**config.mk**
```make
export PLATFORM = sky130hd
export DESIGN_NAME = dest_addr_filter
export DESIGN_NICKNAME = d
export VERILOG_FILES = /design/src/rtl/filt_pkg.sv /design/src/rtl/filt_cfg_regs.sv /design/src/rtl/mac_hash_fold.sv /design/src/rtl/filt_classify.sv /design/src/rtl/dest_addr_filter.sv
export SDC_FILE = /design/constraint.sdc
export NUM_CORES = 1
export LEC_CHECK = 0
export ABC_AREA = 0
export CORE_ASPECT_RATIO = 0.6
export CORE_MARGIN = 2
export CORE_UTILIZATION = 54
export DETAILED_ROUTE_END_ITERATION = 8
export GPL_TIMING_DRIVEN = 0
export PLACE_DENSITY = 0.85
export SLEW_MARGIN = 25
export SYNTH_ARGS = -nofsm -noshare
export SYNTH_HDL_FRONTEND = slang
export SYNTH_SLANG_ARGS = --single-unit
export TNS_END_PERCENT = 10
```
**constraint.sdc**
```tcl
create_clock -name clk -period 3.8 [get_ports clk]
set_clock_uncertainty 0.15 [all_clocks]
set_input_delay 0.95 -clock clk [delete_from_list [all_inputs] [get_ports clk]]
set_output_delay 0.95 -clock clk [all_outputs]
set_load 0.02 [all_outputs]
```
**src/rtl/filt_pkg.sv**
```systemverilog
package filt_pkg;
    localparam int ADDR_W   = 48;
    localparam int WORD_W   = 32;
    localparam int TBL_W    = 64;
    localparam int IDX_W    = $clog2(TBL_W);
    localparam int SEL_W    = 3;

    localparam int PROMISC_BIT = 21;
    localparam int BCAST_BIT   = 13;
    localparam int MCAST_BIT   = 5;

    localparam logic [SEL_W-1:0] SEL_CFG    = 3'd0;
    localparam logic [SEL_W-1:0] SEL_HASHLO = 3'd1;
    localparam logic [SEL_W-1:0] SEL_HASHHI = 3'd2;
    localparam logic [SEL_W-1:0] SEL_STA_LO = 3'd3;
    localparam logic [SEL_W-1:0] SEL_STA_HI = 3'd4;

    typedef enum logic [1:0] {
        KIND_UNI   = 2'd0,
        KIND_MULTI = 2'd1,
        KIND_BCAST = 2'd2
    } kind_e;

    typedef enum logic {
        ST_IDLE = 1'b0,
        ST_SHOW = 1'b1
    } fstate_e;
endpackage

```
**src/rtl/filt_cfg_regs.sv**
```systemverilog
module filt_cfg_regs
    import filt_pkg::*;
(
    input  logic                 clk,
    input  logic                 rst_n,
    input  logic                 wr_en,
    input  logic [SEL_W-1:0]     wr_sel,
    input  logic [WORD_W-1:0]    wr_data,
    output logic                 promisc_en,
    output logic                 bcast_en,
    output logic                 mcast_en,
    output logic [TBL_W-1:0]     hash_tbl,
    output logic [ADDR_W-1:0]    station
);
    localparam int STA_HI_W = ADDR_W - WORD_W;

    logic [WORD_W-1:0]   tbl_lo, tbl_hi, sta_lo;
    logic [STA_HI_W-1:0] sta_hi;

    always_ff @(posedge clk) begin
        if (!rst_n) begin
            promisc_en <= 1'b0;
            bcast_en   <= 1'b0;
            mcast_en   <= 1'b0;
            tbl_lo     <= '0;
            tbl_hi     <= '0;
            sta_lo     <= '0;
            sta_hi     <= '0;
        end else if (wr_en) begin
            unique case (wr_sel)
                SEL_CFG: begin
                    promisc_en <= wr_data[PROMISC_BIT];
                    bcast_en   <= wr_data[BCAST_BIT];
                    mcast_en   <= wr_data[MCAST_BIT];
                end
                SEL_HASHLO: tbl_lo <= wr_data;
                SEL_HASHHI: tbl_hi <= wr_data;
                SEL_STA_LO: sta_lo <= wr_data;
                SEL_STA_HI: sta_hi <= wr_data[STA_HI_W-1:0];
                default: ;
            endcase
        end
    end

    assign hash_tbl = {tbl_hi, tbl_lo};
    assign station  = {sta_hi, sta_lo};


    unused_sel_chk: assert property (@(posedge clk) disable iff (!rst_n)
        (wr_en && wr_sel > SEL_STA_HI) |=> ($stable(hash_tbl) && $stable(station)
            && $stable(promisc_en) && $stable(bcast_en) && $stable(mcast_en)));
endmodule

```
**src/rtl/mac_hash_fold.sv**
```systemverilog
module mac_hash_fold
    import filt_pkg::*;
(
    input  logic [ADDR_W-1:0] addr,
    output logic [IDX_W-1:0]  idx
);
    localparam int N_BYTES = ADDR_W / 8;
    localparam int CW      = 12;

    logic [CW-1:0] contrib [N_BYTES];
    logic [CW-1:0] folded;

    for (genvar gi = 0; gi < N_BYTES; gi++) begin : g_byte
        logic [CW-1:0] ext;
        assign ext = {{(CW-8){1'b0}}, addr[ADDR_W-1-8*gi -: 8]};
        if (gi % 3 == 0) begin : g_pos_a
            assign contrib[gi] = (ext >> 2) ^ (ext << 4);
        end else if (gi % 3 == 1) begin : g_pos_b
            assign contrib[gi] = (ext >> 4) ^ (ext << 2);
        end else begin : g_pos_c
            assign contrib[gi] = (ext >> 6) ^ ext;
        end
    end

    always_comb begin
        folded = '0;
        for (int k = 0; k < N_BYTES; k++) begin
            folded = folded ^ contrib[k];
        end
    end

    assign idx = folded[IDX_W-1:0];
endmodule

```
**src/rtl/filt_classify.sv**
```systemverilog
module filt_classify
    import filt_pkg::*;
(
    input  logic [ADDR_W-1:0] addr,
    input  logic [IDX_W-1:0]  idx,
    input  logic [TBL_W-1:0]  hash_tbl,
    input  logic [ADDR_W-1:0] station,
    input  logic              promisc_en,
    input  logic              bcast_en,
    input  logic              mcast_en,
    output kind_e             kind,
    output logic              accept
);
    logic is_bcast, is_group, tbl_hit;

    assign is_bcast = &addr;
    assign is_group = addr[ADDR_W-8];
    assign tbl_hit  = hash_tbl[idx];

    always_comb begin
        if (is_bcast)      kind = KIND_BCAST;
        else if (is_group) kind = KIND_MULTI;
        else               kind = KIND_UNI;
    end

    always_comb begin
        if (promisc_en) begin
            accept = 1'b1;
        end else begin
            unique case (kind)
                KIND_BCAST: accept = bcast_en;
                KIND_MULTI: accept = mcast_en & tbl_hit;
                default:    accept = (addr == station);
            endcase
        end
    end
endmodule

```
**src/rtl/dest_addr_filter.sv**
```systemverilog
module dest_addr_filter
    import filt_pkg::*;
(
    input  logic               clk,
    input  logic               rst_n,
    input  logic               cfg_wr_en,
    input  logic [2:0]         cfg_wr_sel,
    input  logic [31:0]        cfg_wr_data,
    input  logic               da_valid,
    input  logic [47:0]        da,
    output logic               res_valid,
    output logic               res_accept,
    output logic [5:0]         res_hash,
    output logic [1:0]         res_kind
);
    logic              cfg_promisc, cfg_bcast, cfg_mcast;
    logic [TBL_W-1:0]  cfg_tbl;
    logic [ADDR_W-1:0] cfg_station;
    logic [IDX_W-1:0]  hash_now;
    kind_e             kind_now;
    logic              accept_now;
    fstate_e           state, state_nx;

    filt_cfg_regs u_regs (
        .clk        (clk),
        .rst_n      (rst_n),
        .wr_en      (cfg_wr_en),
        .wr_sel     (cfg_wr_sel),
        .wr_data    (cfg_wr_data),
        .promisc_en (cfg_promisc),
        .bcast_en   (cfg_bcast),
        .mcast_en   (cfg_mcast),
        .hash_tbl   (cfg_tbl),
        .station    (cfg_station)
    );

    mac_hash_fold u_fold (
        .addr (da),
        .idx  (hash_now)
    );

    filt_classify u_cls (
        .addr       (da),
        .idx        (hash_now),
        .hash_tbl   (cfg_tbl),
        .station    (cfg_station),
        .promisc_en (cfg_promisc),
        .bcast_en   (cfg_bcast),
        .mcast_en   (cfg_mcast),
        .kind       (kind_now),
        .accept     (accept_now)
    );

    always_comb begin
        unique case (state)
            ST_IDLE: state_nx = da_valid ? ST_SHOW : ST_IDLE;
            ST_SHOW: state_nx = da_valid ? ST_SHOW : ST_IDLE;
            default: state_nx = ST_IDLE;
        endcase
    end

    always_ff @(posedge clk) begin
        if (!rst_n) state <= ST_IDLE;
        else        state <= state_nx;
    end

    always_ff @(posedge clk) begin
        if (!rst_n) begin
            res_accept <= 1'b0;
            res_hash   <= '0;
            res_kind   <= KIND_UNI;
        end else if (da_valid) begin
            res_accept <= accept_now;
            res_hash   <= hash_now;
            res_kind   <= kind_now;
        end
    end

    assign res_valid = (state == ST_SHOW);


    result_due_chk: assert property (@(posedge clk) disable iff (!rst_n)
        da_valid |=> res_valid);


    no_spurious_valid_chk: assert property (@(posedge clk) disable iff (!rst_n)
        !da_valid |=> !res_valid);


    promisc_pass_chk: assert property (@(posedge clk) disable iff (!rst_n)
        (da_valid && cfg_promisc) |=> res_accept);


    bcast_block_chk: assert property (@(posedge clk) disable iff (!rst_n)
        (da_valid && (&da) && !cfg_promisc && !cfg_bcast) |=>
            (!res_accept && res_kind == 2'd2));


    hold_chk: assert property (@(posedge clk) disable iff (!rst_n)
        !da_valid |=> ($stable(res_hash) && $stable(res_accept) && $stable(res_kind)));
endmodule

```
# Yosys cells after proc, flatten, opt, wreduce, memory -nomap -nowiden
# Index checks and enable logic that the tools add are counted.
[classes]
magnitude_cmp = 1
n_eq_ne = 7
n_mux = 7
bitwise = 12
reduce_logical = 7
[ops]
columns = ["op", "count"]
rows = [
  ["equality test 48 bit", 1],
  ["AND reduction 48 bit", 1],
  ["bitwise XOR 6 bit", 7],
  ["bitwise XOR 2 x 6 -> 6 bit", 2],
  ["bitwise XOR 4 x 6 -> 6 bit", 2],
  ["AND reduction 2 bit", 5],
  ["< comparator 6 x 7 -> 1 bit, second input constant", 1],
  ["binary-select mux 1 bit (select 6 bit)", 1],
  ["equality test 3 x 2 -> 1 bit, second input constant", 2],
  ["two-way mux 1 bit", 4],
  ["equality test 3 x 1 -> 1 bit, second input constant", 1],
  ["equality test 3 bit, second input constant", 1],
  ["zero test 3 bit", 1],
  ["equality test 2 x 1 -> 1 bit, second input constant", 1],
  ["equality test 2 bit, second input constant", 1],
  ["two-way mux 2 bit", 1],
  ["case mux 1 bit (2 select lines)", 1],
  ["bitwise AND 1 bit", 1],
]
[word_totals]
ff_bits = 125
in_bits = 87
output_inout_bits = 10
word_cells = 45

# Longest topological paths before layout
[depth]
depth_word = 11
mapped_depth = 9
depth_no_buf = 8

# Modules after synthesis
# A second synthesis with hierarchy kept.
[unflattened]
cells_unflattened = 638
area_unflattened_um2 = 6274.8
[by_module_without_submodules]
columns = ["mod", "n_inst", "cells_per_inst", "area_per_inst_um2"]
rows = [
  ["filt_cfg_regs", 1, 411, 4229.1],
  ["filt_classify", 1, 155, 1312.5],
  ["mac_hash_fold", 1, 42, 367.9],
  ["dest_addr_filter", 1, 30, 365.4],
]

# Worst setup path after synthesis
# No wires, ideal clock.
[synth_timing]
path_kind = "input -> register"
from = "input port da[0]"
to = "register res_accept"
setup_ps = 126
t_arrival_ps = 2773
slack_ps = 751
cell_stages = 9
path_buffers = 1
cell_sequence = "xor2_1 xnor2_1 xnor2_2 buf_2 mux4_2 mux2i_1 o221ai_1 nor4_1 nor3_1"
[synth_between]
elab_chain_len = 7
word_cells_on_any_way = 12
classes_between = "3 x eq/ne; 5 x mux; 3 x bitwise; 1 x reduce/logical"
[synth_lines]
columns = ["element", "line_no", "source"]
rows = [
  ["from (decl)", "dest_addr_filter.sv:10", "input logic [47:0] da,"],
  ["bitwise XOR 2 x 6 -> 6 bit", "mac_hash_fold.sv:21", "assign contrib[gi] = (ext >> 6) ^ ext;"],
  ["bitwise XOR 6 bit", "mac_hash_fold.sv:28", "folded = folded ^ contrib[k];"],
  ["binary-select mux 1 bit (select 6 bit)", "filt_classify.sv:18", "assign tbl_hit = hash_tbl[idx];"],
  ["two-way mux 1 bit (not written as such)", "filt_classify.sv:18", ""],
  ["bitwise AND 1 bit", "filt_classify.sv:32", "KIND_MULTI: accept = mcast_en & tbl_hit;"],
  ["case mux 1 bit (2 select lines) (*)", "filt_classify.sv:30", "unique case (kind)"],
  ["two-way mux 1 bit (*)", "filt_classify.sv:27", "if (promisc_en) begin"],
  ["to (signal assigned)", "dest_addr_filter.sv:73", "res_accept <= accept_now;"],
  ["to (decl)", "dest_addr_filter.sv:12", "output logic res_accept,"],
]
# Every way passes the cells marked *; elsewhere a longest branch is shown, timed or not. The select of a mux whose other input is x is not followed.
# A chain may end at the register's enable or synchronous reset.

# Worst setup path after layout
[layout_timing]
from = "input port da[36]"
to = "register res_accept"
[layout_between]
elab_chain_len = 11
word_cells_on_any_way = 16
classes_between = "3 x eq/ne; 5 x mux; 7 x bitwise; 1 x reduce/logical"
[layout_lines]
columns = ["element", "line_no", "source"]
rows = [
  ["bitwise XOR 4 x 6 -> 6 bit", "mac_hash_fold.sv:19", "assign contrib[gi] = (ext >> 4) ^ (ext << 2);"],
  ["bitwise XOR 6 bit (5 in series)", "mac_hash_fold.sv:28", ""],
  ["binary-select mux 1 bit (select 6 bit)", "filt_classify.sv:18", ""],
  ["two-way mux 1 bit (not written as such)", "filt_classify.sv:18", ""],
  ["bitwise AND 1 bit", "filt_classify.sv:32", ""],
  ["case mux 1 bit (2 select lines) (*)", "filt_classify.sv:30", ""],
  ["two-way mux 1 bit (*)", "filt_classify.sv:27", ""],
]
# Marks and branches as above.

==> flow_summary.json <==
{
  "clock_latency_ns": 0.42,
  "cpMaxStageDelayCell": "clkdlybuf4s50_1",
  "hp-class": "flip-flop to flip-flop",
  "grt_pass1_vias": 5891,
  "synth_xor_area_share_pct": 9.99,
  "syn_avg_cell_area_um2": 8.49,
  "num_vias": 6092,
  "grt_max_degree": 17,
  "sequentialPowerShare_pct": 36.0,
  "crit_type": "primary input to flip-flop",
  "min_from": "u_regs.tbl_lo[9]$_SDFFE_PN0P_",
  "post-route-util_pct": 71.3,
  "htree_levels": 4,
  "fill_cells": 848,
  "antenna_found_initial": 0,
  "drt_pass1_iterations": 5,
  "synth_simple_gate_area_share_pct": 21.6,
  "power.total_mw": 3.82,
  "worstReg2RegStart": "u_regs.sta_lo[19]$_SDFFE_PN0P_",
  "hold_buffers": 0,
  "drtAntennaViolNets": 0,
  "p_sw_mw": 1.10,
  "outcome": "completed",
  "synth.mux.area_fraction_pct": 7.97,
  "die_x_um": 143,
  "vdd_drop_max_uv": 359,
  "slew_viol_final": 0,
  "clockPowerShare_pct": 42.5,
  "end_kind": "flip-flop",
  "setup_viol": 0,
  "nets": 946,
  "yosys.area_share.adder_pct": 0,
  "maxCapViolations": 0,
  "dp_hpwl_um": 16000,
  "drt-total-wl_um": 21100,
  "syn2layout_area_growth_pct": 28.4,
  "p_int_mw": 2.72,
  "synth_top_family_by_area": "simple AND/OR/NAND/NOR gates",
  "synth-compound-area-share_pct": 16.9,
  "swShare_pct": 28.9,
  "grt_overflow": 0,
  "setup-tns-final_ns": 0,
  "root_buffer": "clkbuf_16",
  "placed_cells": 998,
  "crit_chain": "clkdlybuf4s50_1 > xnor2_1 > xnor2_1 > xnor2_2 > buf_4 > buf_4 > mux4_1 > o22ai_1 > o221ai_1 > a211oi_1 > nor3_1",
  "globalplace.congestion": 0.959,
  "synth_cells": 742,
  "path_max_fanout": 4,
  "worstSetupStartpointType": "primary input",
  "core_area_mm2": 0.0113,
  "vias_per_cell": 5.90,
  "cp.required_ns": 3.95,
  "ys_ff_latch": 125,
  "path_clk_slew_ns": 0.06,
  "syn_nets": 829,
  "ctsLongestPathBuffers": 2,
  "p_leak_nw": 2.78,
  "io_pins": 97,
  "cts_tree": "done",
  "crit_family": "buffers and inverters",
  "port_buffers": 96,
  "max_stage_delay_ns": 0.60,
  "tightest_slew_ns": 0.962,
  "p_per_area_mw_per_mm2": 473,
  "hold_viol_final": 0,
  "synth_seq_area_share_pct": 39.7,
  "max_slew_margin_pct": 35.4,
  "wl_per_cell_um": 20.5,
  "syn-cell-area_mm2": 0.00630,
  "antenna_cells": 0,
  "cp.arrival_ns": 3.78,
  "grt_pass1_wl_um": 32100,
  "crit_buf_inv": 3,
  "initial_core_util_pct": 55.6,
  "fin_crit_sh_pct": 95.7,
  "startpoint": "da[36]",
  "p_comb_share_pct": 21.5,
  "die_h_um": 87.7,
  "fmaxAchievable_mhz": 275,
  "instances_no_fill": 1032,
  "ys_types": 39,
  "synth_warnings": 0,
  "cts_sinks": 125,
  "die_area_mm2": 0.0126,
  "fin_crit_ns": 3.64,
  "hold_slack_ns": 0.314,
  "track_usage_pct": 34.4,
  "layout-drive-gt1-share_pct": 6.54,
  "drc": 0,
  "drtIter0Drc": 632,
  "cts_buffers": 17,
  "num_rows": 30
}
worst register-to-register path: cells and delay by family (launching register included):
kind	cells	cell delay, ns
flip-flops	1	0.33
AND/OR/NAND/NOR	5	1.24
AO/OA/AOI/OAI	3	0.81
what timing repair did:
| item | in CTS | in global routing |
|---|---|---|
| resized for setup | 0 | 2 |
| buffers inserted | 0 | 2 |
| setup endpoints to repair | 0 | 1 |
power by group through the flow:
| stage | logic [mW] | clock network (mW) | registers, mW |
|---|---|---|---|
| final | 0.821 | 1.62 | 1.38 |
| after global routing | 0.863 | 1.69 | 1.38 |
| after detailed placement | 0.769 | 0 | 1.40 |
| after CTS | 0.781 | 1.62 | 1.37 |
| after floorplan | 0.436 | 0 | 1.41 |
| after global placement | 0.755 | 0 | 1.40 |
cells in the mapped netlist (all sizes together):
library cell	instances	share of area [%]
a21oi	1	0.079
inv	15	0.89
a211oi	1	0.12
and2	2	0.20
mux4	11	4.1
mux2i	19	3.0
xor2	23	3.2
o22ai	5	0.50
nor4	9	0.89
nand2	231	14
o2111a	2	0.36
and3	4	0.40
or4	1	0.12
mux2	5	0.89
nand3	2	0.16
nor2	7	0.42
xnor2	48	6.8
a222oi	1	0.16
nand3b	1	0.12
o211a	2	0.32
nor2b	24	2.4
clkbuf	38	2.3
o221ai	3	0.42
buf	5	0.58
a2111oi	6	0.83
or2	3	0.30
dfxtp	125	40
nand2b	8	0.79
o21ai	3	0.24
a221oi	3	0.42
a21boi	112	13
o2bb2ai	1	0.14
and3b	1	0.14
nand4	18	1.8
nor3	2	0.16
worst paths after layout:
| check | to | slack [ns] | depth (start not counted) |
|---|---|---|---|
| worst max-delay path | res_accept$_SDFFE_PN0P_ | 0.16 | 11 |
| worst min-delay path | u_regs.tbl_lo[9]$_SDFFE_PN0P_ | 0.31 | 2 |
| worst max register to register | res_accept$_SDFFE_PN0P_ | 1.18 | 8 |
| worst min register to register | u_regs.tbl_lo[9]$_SDFFE_PN0P_ | 0.31 | 2 |
flip-flops by register name, summed over array words and instances, names as in the netlist, 2 cells and up:
| register | cells |
|---|---|
| u_regs.tbl_hi | 32 |
| res_hash | 6 |
| u_regs.tbl_lo | 32 |
| u_regs.sta_lo | 32 |
| u_regs.sta_hi | 16 |
| res_kind | 2 |
placed cells by master, fill, tap and decap left out, drive strengths merged, types with 2 or more instances in the layout:
cell type	n
a2111oi	6
a21boi	112
a221oi	3
and2	2
and3	4
buf	6
bufinv	2
clkbuf	59
clkdlybuf4s50	96
clkinv	4
clkinvlp	5
dfxtp	125
inv	16
mux2	5
mux2i	19
mux4	11
nand2	231
nand2b	8
nand3	2
nand4	18
nor2	7
nor2b	24
nor3	2
nor4	9
o2111a	2
o211a	2
o21ai	3
o221ai	3
o22ai	5
or2	3
xnor2	48
xor2	23
metal layers:
layer | GRT usage (%) | share of wire, % | up-vias
met2 | 53.2 | 42 | 404
met4 | 10.8 | 2.6 | 0
met3 | 8.20 | 14 | 66
met1 | 48.1 | 42 | 2881
met5 | 0 | 0 | -
li1 | - | - | 2741
area by class of cell:
| class | instances | area (µm²) | share of cell area [%] |
|---|---|---|---|
| timing repair buffer | 98 | 976 | 12.1 |
| tap | 160 | 200 | 2.48 |
| multi-input combinational | 559 | 3570 | 44.2 |
| inverter | 15 | 56.3 | 0.696 |
| buffer | 43 | 181 | 2.24 |
| clock inverter | 12 | 138 | 1.70 |
| clock buffer | 20 | 457 | 5.65 |
| sequential | 125 | 2500 | 31.0 |
through the flow:
step	setup slack (ns)	cell area (µm²)
3_5_place_dp	-0.252	7470
5_1_grt	-0.0285	8090
4_1_cts	0.152	8060
2_1_floorplan	0.751	6300
6_report	0.164	8090
3_3_place_gp	-0.386	7460
cell families (layout without fill, tap and decap cells):
logic type / after synthesis / after routing
and+or+nand+nor: 313 / 313
DFF: 125 / 125
buffers and inverters: 58 / 188
AOI/OAI and AO/OA: 140 / 140
muxes: 35 / 35
xor gates and xnor gates: 71 / 71
Power figures use the tool's default switching activity.
